## config.mk

```make
export PLATFORM = sky130hd
export DESIGN_NAME = mixed_access_reg
export DESIGN_NICKNAME = d
export VERILOG_FILES = /design/src/rtl/mapr_pkg.sv /design/src/rtl/mapr_decode.sv /design/src/rtl/mapr_bit_cell.sv /design/src/rtl/mapr_read_mux.sv /design/src/rtl/mixed_access_reg.sv
export SDC_FILE = /design/constraint.sdc
export NUM_CORES = 1
export LEC_CHECK = 0
export ABC_AREA = 1
export BUFFER_PORTS_ARGS = -buffer_cell sky130_fd_sc_hd__clkbuf_2
export CAP_MARGIN = 20
export CORE_MARGIN = 2
export CORE_UTILIZATION = 38
export CTS_BUF_LIST = sky130_fd_sc_hd__clkbuf_8 sky130_fd_sc_hd__clkbuf_16
export CTS_CLUSTER_DIAMETER = 50
export DETAILED_ROUTE_END_ITERATION = 12
export PLACE_DENSITY_LB_ADDON = 0.05
export REMOVE_ABC_BUFFERS = 1
export SYNTH_ARGS = -nofsm -noshare
export SYNTH_HDL_FRONTEND = slang
export SYNTH_HIERARCHICAL = 1
export SYNTH_SLANG_ARGS = --single-unit
```

## constraint.sdc

```tcl
create_clock -name clk -period 1.4 [get_ports clk]
set_input_delay 0 -clock clk [delete_from_list [all_inputs] [get_ports clk]]
set_output_delay 0 -clock clk [all_outputs]
set_load 0.03 [all_outputs]
```

## src/rtl/mapr_pkg.sv

```systemverilog
package mapr_pkg;

  typedef enum logic [4:0] {
    P_RSV, P_RO, P_RW, P_RC, P_RS, P_WRC, P_WRS, P_WC, P_WS,
    P_WSRC, P_WCRS, P_W1C, P_W1S, P_W1T, P_W0C, P_W0S, P_W0T,
    P_W1SRC, P_W1CRS, P_W0SRC, P_W0CRS, P_WO, P_WOC, P_WORZ,
    P_WOS, P_ONCE, P_WO_ONCE
  } pol_e;

  // Bit position to policy map; positions outside the list are reserved.
  function automatic pol_e pol_of(input int idx);
    case (idx)
      31: return P_RO;
      30: return P_RW;
      29: return P_RC;
      28: return P_RS;
      27: return P_WRC;
      26: return P_WRS;
      25: return P_WC;
      24: return P_WS;
      23: return P_WSRC;
      22: return P_WCRS;
      21: return P_W1C;
      20: return P_W1S;
      19: return P_W1T;
      18: return P_W0C;
      17: return P_W0S;
      16: return P_W0T;
      15: return P_W1SRC;
      14: return P_W1CRS;
      13: return P_W0SRC;
      12: return P_W0CRS;
      11: return P_WO;
      10: return P_WOC;
      9:  return P_WORZ;
      8:  return P_WOS;
      7:  return P_ONCE;
      6:  return P_WO_ONCE;
      default: return P_RSV;
    endcase
  endfunction

  function automatic logic is_readable(input pol_e p);
    return !(p inside {P_RSV, P_WO, P_WOC, P_WORZ, P_WOS, P_WO_ONCE});
  endfunction

  function automatic logic has_store(input pol_e p);
    return !(p inside {P_RSV, P_RO});
  endfunction

  function automatic logic is_once(input pol_e p);
    return p inside {P_ONCE, P_WO_ONCE};
  endfunction

  // Next stored value: a write effect, if any, overrides a read effect.
  function automatic logic next_bit(input pol_e p, input logic cur,
                                    input logic locked, input logic wr,
                                    input logic wb, input logic rd);
    logic w_act, w_val, r_act, r_val;
    w_act = 1'b0; w_val = cur;
    r_act = 1'b0; r_val = cur;
    case (p)
      P_RW, P_WRC, P_WRS, P_WO, P_WORZ: begin w_act = wr; w_val = wb; end
      P_WC, P_WOC, P_WCRS:             begin w_act = wr; w_val = 1'b0; end
      P_WS, P_WOS, P_WSRC:             begin w_act = wr; w_val = 1'b1; end
      P_W1C, P_W1CRS: begin w_act = wr & wb;  w_val = 1'b0; end
      P_W1S, P_W1SRC: begin w_act = wr & wb;  w_val = 1'b1; end
      P_W1T:          begin w_act = wr & wb;  w_val = ~cur; end
      P_W0C, P_W0CRS: begin w_act = wr & ~wb; w_val = 1'b0; end
      P_W0S, P_W0SRC: begin w_act = wr & ~wb; w_val = 1'b1; end
      P_W0T:          begin w_act = wr & ~wb; w_val = ~cur; end
      P_ONCE, P_WO_ONCE: begin w_act = wr & ~locked; w_val = wb; end
      default: begin w_act = 1'b0; w_val = cur; end
    endcase
    case (p)
      P_RC, P_WRC, P_WSRC, P_W1SRC, P_W0SRC: begin r_act = rd; r_val = 1'b0; end
      P_RS, P_WRS, P_WCRS, P_W1CRS, P_W0CRS: begin r_act = rd; r_val = 1'b1; end
      default: begin r_act = 1'b0; r_val = cur; end
    endcase
    if (w_act)      return w_val;
    else if (r_act) return r_val;
    else            return cur;
  endfunction

endpackage

```

## src/rtl/mapr_decode.sv

```systemverilog
module mapr_decode #(
  parameter int ADDR_W = 8,
  parameter logic [ADDR_W-1:0] REG_ADDR = '0
) (
  input  logic [ADDR_W-1:0] addr,
  input  logic              wr_en,
  input  logic              rd_en,
  output logic              wr_hit,
  output logic              rd_hit
);
  logic sel;
  assign sel    = (addr == REG_ADDR);
  assign wr_hit = wr_en & sel;
  assign rd_hit = rd_en & sel;
endmodule

```

## src/rtl/mapr_bit_cell.sv

```systemverilog
module mapr_bit_cell
  import mapr_pkg::*;
#(
  parameter pol_e POL = P_RW
) (
  input  logic clk,
  input  logic rst_n,
  input  logic wr_hit,
  input  logic rd_hit,
  input  logic wbit,
  output logic q
);
  logic lock_q;
  logic q_nxt;

  if (is_once(POL)) begin : g_lock
    always_ff @(posedge clk or negedge rst_n) begin
      if (!rst_n)      lock_q <= 1'b0;
      else if (wr_hit) lock_q <= 1'b1;
    end
    // Once locked, the bit holds until reset.
    p_once_hold_r11: assert property (@(posedge clk) disable iff (!rst_n)
      lock_q |=> $stable(q));
  end else begin : g_nolock
    assign lock_q = 1'b0;
  end

  assign q_nxt = next_bit(POL, q, lock_q, wr_hit, wbit, rd_hit);

  always_ff @(posedge clk or negedge rst_n) begin
    if (!rst_n) q <= 1'b0;
    else        q <= q_nxt;
  end

  if (POL == P_W1T) begin : g_a_w1t
    p_w1t_flip_r7: assert property (@(posedge clk) disable iff (!rst_n)
      (wr_hit && wbit) |=> (q != $past(q)));
  end
  if (POL == P_W0T) begin : g_a_w0t
    p_w0t_flip_r8: assert property (@(posedge clk) disable iff (!rst_n)
      (wr_hit && !wbit) |=> (q != $past(q)));
  end
  if (POL inside {P_WS, P_WOS}) begin : g_a_ws
    p_write_sets_r5: assert property (@(posedge clk) disable iff (!rst_n)
      wr_hit |=> q);
  end
  if (POL == P_RC) begin : g_a_rc
    p_read_clears_r4: assert property (@(posedge clk) disable iff (!rst_n)
      rd_hit |=> !q);
  end
  if (POL == P_RS) begin : g_a_rs
    p_read_sets_r4: assert property (@(posedge clk) disable iff (!rst_n)
      rd_hit |=> q);
  end
  if (POL == P_WSRC) begin : g_a_prio
    p_write_beats_read_r12: assert property (@(posedge clk) disable iff (!rst_n)
      (wr_hit && rd_hit) |=> q);
  end
  if (POL == P_RW) begin : g_a_rw
    p_rw_load_r3: assert property (@(posedge clk) disable iff (!rst_n)
      wr_hit |=> (q == $past(wbit)));
  end
endmodule

```

## src/rtl/mapr_read_mux.sv

```systemverilog
module mapr_read_mux #(
  parameter int DATA_W = 32,
  parameter logic [DATA_W-1:0] READ_MASK = '1
) (
  input  logic              rd_hit,
  input  logic [DATA_W-1:0] q_vec,
  output logic [DATA_W-1:0] rdata
);
  assign rdata = rd_hit ? (q_vec & READ_MASK) : '0;
endmodule

```

## src/rtl/mixed_access_reg.sv

```systemverilog
module mixed_access_reg
  import mapr_pkg::*;
#(
  parameter int DATA_W = 32,
  parameter int ADDR_W = 8,
  parameter logic [ADDR_W-1:0] REG_ADDR = '0
) (
  input  logic              clk,
  input  logic              rst_n,
  input  logic [ADDR_W-1:0] addr,
  input  logic              wr_en,
  input  logic              rd_en,
  input  logic [DATA_W-1:0] wdata,
  output logic [DATA_W-1:0] rdata,
  input  logic              hw_status,
  output logic [DATA_W-1:0] ctrl_q
);

  function automatic logic [DATA_W-1:0] calc_read_mask();
    logic [DATA_W-1:0] m;
    for (int i = 0; i < DATA_W; i++) m[i] = is_readable(pol_of(i));
    return m;
  endfunction

  function automatic logic [DATA_W-1:0] calc_store_mask();
    logic [DATA_W-1:0] m;
    for (int i = 0; i < DATA_W; i++) m[i] = has_store(pol_of(i));
    return m;
  endfunction

  localparam logic [DATA_W-1:0] READ_MASK  = calc_read_mask();
  localparam logic [DATA_W-1:0] STORE_MASK = calc_store_mask();

  logic              wr_hit, rd_hit;
  logic [DATA_W-1:0] q_vec;
  logic              unused_wdata_bits;

  assign unused_wdata_bits = ^(wdata & ~STORE_MASK);

  mapr_decode #(.ADDR_W(ADDR_W), .REG_ADDR(REG_ADDR)) u_decode (
    .addr  (addr),
    .wr_en (wr_en),
    .rd_en (rd_en),
    .wr_hit(wr_hit),
    .rd_hit(rd_hit)
  );

  for (genvar i = 0; i < DATA_W; i++) begin : g_bit
    localparam pol_e P = pol_of(i);
    if (P == P_RO) begin : g_ro
      assign q_vec[i] = hw_status;
    end else if (P == P_RSV) begin : g_rsv
      assign q_vec[i] = 1'b0;
    end else begin : g_cell
      mapr_bit_cell #(.POL(P)) u_cell (
        .clk   (clk),
        .rst_n (rst_n),
        .wr_hit(wr_hit),
        .rd_hit(rd_hit),
        .wbit  (wdata[i]),
        .q     (q_vec[i])
      );
    end
  end

  mapr_read_mux #(.DATA_W(DATA_W), .READ_MASK(READ_MASK)) u_rmux (
    .rd_hit(rd_hit),
    .q_vec (q_vec),
    .rdata (rdata)
  );

  assign ctrl_q = q_vec;

  // Stored bits change only in the cycle after a matching access.
  p_quiet_hold_r13: assert property (@(posedge clk) disable iff (!rst_n)
    (!wr_hit && !rd_hit) |=> ((ctrl_q & STORE_MASK) == $past(ctrl_q & STORE_MASK)));

  // Reset leaves every stored bit at zero.
  p_reset_clear_r1: assert property (@(posedge clk)
    !rst_n |-> ((ctrl_q & STORE_MASK) == '0));

endmodule

```

==> results_dict.tcl <==
set metrics [dict create \
    startpoint_type "primary input" \
    post_cts_resized 0 \
    totalWireLength_um 2470 \
    netlist_area_um2 1290 \
    fin_cells 313 \
    dp.cells 293 \
    die-area_um2 3870 \
    via_per_inst 3.62 \
    finalWorstSetupSlack_ns 0.332 \
    swShare 0.292 \
    critical_path_class "primary input to primary output" \
    rows 21 \
    p_leak_nw 1.20 \
    cts.path.max_buffers 2 \
    synth.top_cell.area_share 0.427 \
    antenna_cells 0 \
    grt_pass1_wl_um 4400 \
    setup_tns_ns 0 \
    status "finished clean" \
    firstDrtPassIters 4 \
    worst_slew_pin_slew_ns 0.529 \
    n_fill_cell 341 \
    io_pins 109 \
    finalHoldViolCount 0 \
    coreArea_um2 3280 \
    syn_to_final_growth_pct 39.7 \
    synth_cell_types 11 \
    clk_root_buffer_cell "clkbuf_8" \
    hpwlAfterDp_um 1840 \
    yosysMostFrequentCell "nand2_1" \
    p_clk_frac 0.314 \
    synth_common_cells "nand2_1 (65), inv_1 (48), buf_4 (23)" \
    crit_chain "clkbuf_2 > nor2_1 > nand2_1 > nor3_2 > buf_12 > nand2_1 > inv_1 > clkbuf_2" \
    antenna_found_initial 0 \
    grt_use_total 0.140 \
    synth_top_area_cell "dfrtp_1" \
    grt_pass1_vias 1002 \
    postCtsSetupBuffers 0 \
    maxCapViolCount 0 \
    worstSkewPairLatency_ns 0.26 \
    max_freq_mhz 936 \
    synth_seq_area_share 0.427 \
    drv_slew 0 \
    detail-route-antenna-nets 0 \
    min_path_type "primary input to register" \
    cp.arrival_ns 1.07 \
    wire_per_inst_um 7.89 \
    seq_power_share 0.484 \
    irDropWorstVdd_uv 602 \
    synth_ff_type "dfrtp_1" \
    ys_ff_latch 22 \
    cellPowerDensity_nw_per_um2 791 \
    slew-limit-headroom 0.647 \
    die_y_um 62.2 \
    routed-via-count 1134 \
    grt_max_degree 26 \
    finalCritPeriodShare 0.763 \
    gr-total-overflow 0 \
    numCtsBuffers 3 \
    io_buffer_count 65 \
    fin_crit_ns 1.07 \
    die_w_um 62.2 \
    synth.area.top_cells "dfrtp_1 (43%), nand2_1 (19%), inv_1 (14%)" \
    start_util 0.392 \
    worst_ep_required_time_ns 1.40 \
    power.internal_mw 1.01 \
    htree_levels 1 \
    hold_buffers 16 \
    drive_gt1_frac 0.281 \
    dp_worst_setup_slack_ns 0.311 \
    power_switching_mw 0.416 \
    cts.sinks 22 \
    tritoncts "yes" \
    drc 0 \
    syn_area_per_cell_um2 6.85 \
    path_clk_slew_ns 0.08 \
    layout.nets 313 \
    synthArstFlopShare 1.00 \
    syn_inst 188 \
    critPathMaxStageDelay_ns 0.29 \
    cp_slowest_cell "nor3_2" \
    rsz0062_at_grt "false" \
    synth-edff-count 0 \
    crit_path_end_kind "primary output" \
    p_comb_frac 0.203 \
    finalSetupViolCount 0 \
    yosysWarnings 6 \
    gp_congestion 0.642 \
    clock_skew_ns 0.00338 \
    crit_fanout 25 \
    drt_iter0_markers 21 \
]
==> worst max-delay path, delay by kind of cell <==
family        cells  cell delay [ns]
buf+inv           4             0.53
simple gates      4             0.53
==> state kept, by name, summed over array words and instances, names as in the netlist <==
name and cells:
g_bit.g_cell.u_cell/lock_q 2, g_bit.g_cell.u_cell/q 20
==> per-layer routing <==
metal | routed length (um) | vias up | track usage
met5 | 0 | - | 0
met1 | 1160 | 448 | 0.173
met2 | 1060 | 55 | 0.238
met3 | 229 | 2 | 0.0471
met4 | 15 | 0 | 0.0333
li1 | - | 629 | -
==> cells by family (layout without fill, tap and decap cells) <==
| family | count (synthesis) | in the layout | synth area share |
|---|---|---|---|
| DFF | 22 | 22 | 0.427 |
| buffers and inverters | 73 | 137 | 0.291 |
| AOI/OAI and AO/OA | 1 | 1 | 0.00388 |
| and+or+nand+nor | 85 | 85 | 0.257 |
| other | 7 | 22 | 0.0204 |
==> cell type report <==
class                      count  area [um2]  share of cell area
clock buffer                   4        55.1              0.0306
inverter                      48         180               0.100
multi-input combinational    108         429               0.238
sequential                    22         551               0.306
tap                           46        57.6              0.0320
timing repair buffer          85         528               0.293
==> per-stage QoR <==
step / area (um2) / total power, mW / hold WS [ns] / utilization
after floorplan: 1150 / 0.865 / -0.296 / -
after global placement: 1590 / 0.955 / 0.0107 / 0.483
after detailed placement: 1590 / 0.956 / 0.00989 / 0.483
after CTS: 1800 / 1.44 / 0.207 / 0.548
after global routing: 1800 / 1.50 / 0.215 / 0.548
final: 1800 / 1.42 / 0.204 / 0.548
==> power groups by stage <==
stage | Clock, mW | Sequential [mW] | Combinational [mW]
after floorplan | 0 | 0.752 | 0.113
after global placement | 0 | 0.701 | 0.254
after detailed placement | 0 | 0.701 | 0.255
after CTS | 0.465 | 0.689 | 0.290
after global routing | 0.495 | 0.693 | 0.315
final | 0.446 | 0.689 | 0.288
==> layout by cell type, fill, tap and decap left out <==
cell type / n
buf_4: 3
clkbuf_8: 4
nand3_1: 4
clkbuf_2: 65
dfrtp_1: 22
o21ai_1: 1
inv_1: 48
dlygate4sd3_1: 16
nor2_1: 12
or2_1: 2
buf_12: 1
conb_1: 22
nand2_1: 65
nor3_2: 2
==> path summary, 6_finish.rpt <==
path | to | slack, ns | from | depth (start not counted)
setup / recovery | rdata[22] | 0.33 | addr[5] | 8
min in group asynchronous | g_bit[23].g_cell.u_cell/q | 0.24 | rst_n | 2
hold reg to reg | g_bit[7].g_cell.u_cell/lock_q | 0.46 | g_bit[7].g_cell.u_cell/lock_q | 1
hold / removal | g_bit[23].g_cell.u_cell/q | 0.20 | wr_en | 6
setup reg to reg | g_bit[6].g_cell.u_cell/q | 0.70 | g_bit[6].g_cell.u_cell/lock_q | 4
max in group asynchronous | g_bit[11].g_cell.u_cell/q | 0.80 | rst_n | 2
Note: power is estimated with default switching activity, not from simulation.
